<file path="src/rtl/umerge_pkg.sv">
package umerge_pkg;

  typedef enum logic [1:0] {
    OP_LOAD_LEFT   = 2'd0,
    OP_LOAD_RIGHT  = 2'd1,
    OP_STORE_LEFT  = 2'd2,
    OP_STORE_RIGHT = 2'd3
  } opKind_e;

  // Strobes from control to datapath
  typedef struct packed {
    logic isStore;    // source is register, drive store outputs
    logic shiftLeft;  // byte shift direction toward higher lanes
  } laneStrobe_t;

endpackage

</file>
<file path="src/rtl/umerge_ctrl.sv">
module umerge_ctrl #(
  parameter int LANES = 4,
  localparam int OFFW = $clog2(LANES)
) (
  input  logic [1:0]                  opKind,
  input  logic [OFFW-1:0]             addrLow,
  input  logic                        bigEndian,
  output umerge_pkg::laneStrobe_t     strobe,
  output logic [OFFW-1:0]             shiftAmt,
  output logic [LANES-1:0]            laneMask
);
  import umerge_pkg::*;

  localparam logic [OFFW-1:0] LAST = OFFW'(LANES - 1);

  logic [OFFW-1:0]  effOff;
  logic [OFFW-1:0]  compOff;
  logic [LANES-1:0] allOnes;

  // little-endian selection is big-endian selection on the complemented offset
  assign effOff  = addrLow ^ {OFFW{~bigEndian}};
  assign compOff = LAST - effOff;
  assign allOnes = '1;

  always_comb begin
    strobe.isStore   = opKind[1];
    strobe.shiftLeft = 1'b0;
    shiftAmt         = '0;
    laneMask         = '0;
    unique case (opKind_e'(opKind))
      OP_LOAD_LEFT: begin
        strobe.shiftLeft = 1'b1;
        shiftAmt         = effOff;
        laneMask         = allOnes << effOff;
      end
      OP_LOAD_RIGHT: begin
        strobe.shiftLeft = 1'b0;
        shiftAmt         = compOff;
        laneMask         = allOnes >> compOff;
      end
      OP_STORE_LEFT: begin
        strobe.shiftLeft = 1'b0;
        shiftAmt         = effOff;
        laneMask         = allOnes >> effOff;
      end
      OP_STORE_RIGHT: begin
        strobe.shiftLeft = 1'b1;
        shiftAmt         = compOff;
        laneMask         = allOnes << compOff;
      end
      default: ;
    endcase
  end

endmodule

</file>
<file path="src/rtl/umerge_dp.sv">
module umerge_dp #(
  parameter int LANES  = 4,
  parameter int BYTE_W = 8,
  localparam int OFFW  = $clog2(LANES),
  localparam int WORDW = LANES * BYTE_W
) (
  input  logic [WORDW-1:0]            memWord,
  input  logic [WORDW-1:0]            regVal,
  input  umerge_pkg::laneStrobe_t     strobe,
  input  logic [OFFW-1:0]             shiftAmt,
  input  logic [LANES-1:0]            laneMask,
  output logic [WORDW-1:0]            loadResult,
  output logic [WORDW-1:0]            storeData,
  output logic [LANES-1:0]            storeMask
);

  logic [WORDW-1:0] srcWord;
  logic [WORDW-1:0] shifted;

  assign srcWord = strobe.isStore ? regVal : memWord;

  // byte barrel shifter, vacated lanes fill with zero
  always_comb begin
    int srcLane;
    shifted = '0;
    for (int i = 0; i < LANES; i++) begin
      srcLane = strobe.shiftLeft ? (i - int'(shiftAmt)) : (i + int'(shiftAmt));
      if (srcLane >= 0 && srcLane < LANES)
        shifted[i*BYTE_W +: BYTE_W] = srcWord[srcLane*BYTE_W +: BYTE_W];
    end
  end

  generate
    for (genvar g = 0; g < LANES; g++) begin : gLane
      assign loadResult[g*BYTE_W +: BYTE_W] =
        (!strobe.isStore && laneMask[g]) ? shifted[g*BYTE_W +: BYTE_W]
                                         : regVal[g*BYTE_W +: BYTE_W];
    end
  endgenerate

  assign storeData = strobe.isStore ? shifted  : '0;
  assign storeMask = strobe.isStore ? laneMask : '0;

endmodule

</file>
<file path="src/rtl/unaligned_merge.sv">
module unaligned_merge #(
  parameter int LANES  = 4,
  parameter int BYTE_W = 8,
  localparam int OFFW  = $clog2(LANES),
  localparam int WORDW = LANES * BYTE_W
) (
  input  logic [WORDW-1:0] memWord,
  input  logic [WORDW-1:0] regVal,
  input  logic [OFFW-1:0]  addrLow,
  input  logic [1:0]       opKind,
  input  logic             bigEndian,
  output logic [WORDW-1:0] loadResult,
  output logic [WORDW-1:0] storeData,
  output logic [LANES-1:0] storeMask
);
  import umerge_pkg::*;

  laneStrobe_t      strobe;
  logic [OFFW-1:0]  shiftAmt;
  logic [LANES-1:0] laneMask;

  umerge_ctrl #(.LANES(LANES)) uCtrl (
    .opKind   (opKind),
    .addrLow  (addrLow),
    .bigEndian(bigEndian),
    .strobe   (strobe),
    .shiftAmt (shiftAmt),
    .laneMask (laneMask)
  );

  umerge_dp #(.LANES(LANES), .BYTE_W(BYTE_W)) uDp (
    .memWord   (memWord),
    .regVal    (regVal),
    .strobe    (strobe),
    .shiftAmt  (shiftAmt),
    .laneMask  (laneMask),
    .loadResult(loadResult),
    .storeData (storeData),
    .storeMask (storeMask)
  );

endmodule

</file>
<file path="config.mk">
export PLATFORM = sky130hd
export DESIGN_NAME = unaligned_merge
export DESIGN_NICKNAME = d
export VERILOG_FILES = /design/src/rtl/umerge_pkg.sv /design/src/rtl/umerge_ctrl.sv /design/src/rtl/umerge_dp.sv /design/src/rtl/unaligned_merge.sv
export SDC_FILE = /design/constraint.sdc
export NUM_CORES = 1
export LEC_CHECK = 0
export CAP_MARGIN = 10
export CORE_MARGIN = 2
export CORE_UTILIZATION = 35
export DETAILED_ROUTE_END_ITERATION = 7
export PLACE_DENSITY_LB_ADDON = 0.2
export SYNTH_ARGS = -nofsm -noshare
export SYNTH_HDL_FRONTEND = slang
export SYNTH_SLANG_ARGS = --single-unit
</file>
<file path="constraint.sdc">
create_clock -name vclk -period 4
set_input_delay 0.8 -clock vclk [all_inputs]
set_output_delay 0.8 -clock vclk [all_outputs]
set_load 0.03 [all_outputs]
</file>
==> results <==
path summary, 6_finish.rpt:
| check | cells after the start | to | slack, ns |
|---|---|---|---|
| hold / removal | 5 | storeMask[1] | 2.14 |
| setup / recovery | 10 | storeData[21] | 0.08 |
stage by stage:
step	total power, W	instance area [sq um]	std cells	hold slack [ns]	util
2_1_floorplan	0.000682	2180	229	1.77	-
3_3_place_gp	0.00116	3880	477	2.13	0.667
3_5_place_dp	0.00117	3880	477	2.14	0.667
4_1_cts	0.00125	3960	477	2.14	0.681
5_1_grt	0.00136	4020	477	2.16	0.691
6_report	0.00129	4020	477	2.14	0.691
per-layer routing:
layer  vias up  track usage  part of all wire
met2       141        0.515              0.52
met5         -            0                 0
met4         0       0.0356             0.015
met3        13       0.0456             0.082
li1       1240            -                 -
met1      1313        0.345              0.38
tightest hold or removal path: cells and delay by family:
family / cells / cell delay [ns]
AOI/OAI and AO/OA: 1 / 0.05
buffers and inverters: 4 / 0.48
where the power goes:
group          total, W  switching (W)  leakage (nW)  internal (W)
Clock                 0              0             0             0
Combinational   0.00129       0.000702          1.78      0.000592
Sequential            0              0             0             0
area by class of cell:
type,count,share of cell area
timing repair buffer,183,0.401
inverter,5,0.00560
multi-input combinational,214,0.570
tap,75,0.0233
placed cells by master, fill, tap and decap left out, types with 2 or more instances in the layout:
master and n:
buf_4 81, clkdlybuf4s50_1 68, nand2_1 35, nor2_1 25, mux2i_1 23, mux4_2 18, o21ai_1 17, mux2i_4 16
o21ai_2 16, nor2_2 16, buf_2 15, mux4_1 14, dlygate4sd2_1 8, buf_12 6, o21ai_0 4, xnor2_2 3
ha_1 3, inv_1 2, xnor2_1 2, nand2b_1 2, and2_1 2, a21oi_1 2, a211o_1 2, a211oi_1 2
ha_2 2, clkdlybuf4s15_2 2, buf_6 2
cells by family (layout without fill, tap and decap cells):
family | count (synthesis) | in the layout | synth area share
AO/OA/AOI/OAI | 45 | 45 | 0.121
XOR/XNOR | 9 | 9 | 0.0718
AND/OR/NAND/NOR | 83 | 83 | 0.159
adder cells (fa/ha/maj) | 6 | 6 | 0.0362
multiplexers | 71 | 71 | 0.573
buffers and inverters | 15 | 188 | 0.0392
repair_timing:
item | CTS | global route
pin swaps | 1 | 1
setup endpoints to repair | 46 | 29
gates resized for setup | 113 | 9
==> key figures <==
Setup path
  – Crit path buf inv count: 4
  – CP Max Fanout: 2
  – Critical Path RT: between 3 and 4 ns
  – Crit Path Class: primary input to output pin
  – Startpoint Class: primary input
  – Setup crit end kind: output pin
  – Crit-path max cell delay: approximately 0.46 ns
  – Crit path cell chain: clkdlybuf4s50_1 > xnor2_2 > xnor2_4 > inv_4 > ha_4 > buf_4 > mux2i_4 > mux2i_1 > nor2_2 > dlygate4sd2_1
  – Worst setup startpoint: addrLow[0]
  – Crit path DAT: about 3.1 ns
  – CP top delay family: buffers and inverters
  – Worst path slowest cell: clkdlybuf4s50_1

Routing
  – Via-per-instance ratio: 5.68
  – Antenna-violating nets left: 0
  – Initial DRT Pass Iterations: 4
  – # DRC: 0
  – Total number of vias: around 2,700
  – WL per Instance: 19.3 um
  – DR iter-0 viols: roughly 130
  – Total routed wirelength: about 9 mm

Die
  – Core Footprint: between 5000 and 6000 sq um
  – Num ports: ~140
  – Starting Density: 0.357
  – Die height: between 80 and 90 um
  – Die Width: 81.0 um
  – DIE AREA: ~6600 sq um
  – Cell row count: 28

Power and ir drop
  – PD cells: between 300 and 400 nW/um^2
  – Max IR drop VDD: 0.000189 V
  – Leak: roughly 1.8 nW

Cells and area
  – Inserted Diodes: 0
  – FFs & Latches: 0
  – Area of the multi-input gates: 2290 sq um
  – Layout area overhead: 93.8%
  – # nets final: roughly 480
  – Fillers: 494
  – Layout cells sized above 1: 0.463
  – Clkbuf count: 0
  – FF+latch area: 0 sq um

Yosys
  – Synthesized area: ~2100 sq um
  – Top post-synthesis cells by count: 41 x nor2_1, 37 x mux2i_1, 35 x nand2_1, 22 x o21ai_1, 18 x mux4_2
  – Most frequent cell after synthesis: nor2_1
  – Syn avg cell area: between 9 and 10 sq um
  – Cell count after synthesis: 229
  – Net Count, Synth: ~300
  – Area contributors post-synth: mux4_2 20%, mux2i_1 18%, mux4_1 18%
  – Synth top area share: 0.195
  – Post-synth top area cell: mux4_2
  – Number of unique standard cell types used by synthesis: 33
  – Sequential area share after synthesis: 0
  – Synth warn: 0

STA
  – Final setup viols: 0
  – Max Freq: approximately 250 MHz
  – Setup TNS: 0 ns
  – Tmin final: between 3 and 4 ns
  – Least-Margin Pin Slew: ~0.32 ns
  – Worst setup margin: between 0.07 and 0.08 ns
  – Endpoints failing hold: 0
  – Slew margin rel.: 0.784
  – Max Slew Vio Count: 0
  – Final worst path period share: 0.981

Hold path
  – Hold WC Path Type: primary input to output pin
  – Hold_sp: opKind[1]

GRT
  – Initial antenna violation count: 0
  – Largest net degree at the start of global routing: 19
  – Total GRT Usage: 0.277
  – Overflow after GRT: 0
  – Vias in the first global route: between 2,000 and 3,000
  – First-pass GRT wire length: between 10 and 15 mm

Clock tree
  – Post-CTS setup buffers: 0
  – # hold bufs at CTS: 0

Placed design
  – Dpl hpwl: roughly 7.2 mm
  – Setup WS pre-CTS: -0.480 ns
  – # port buffers: about 140
  – Final Wtd Congestion: ~0.9

Job
  – Max-cap violation count: 0

Run status
  – Status: completed
No activity file was read; power rests on OpenSTA's default activity.
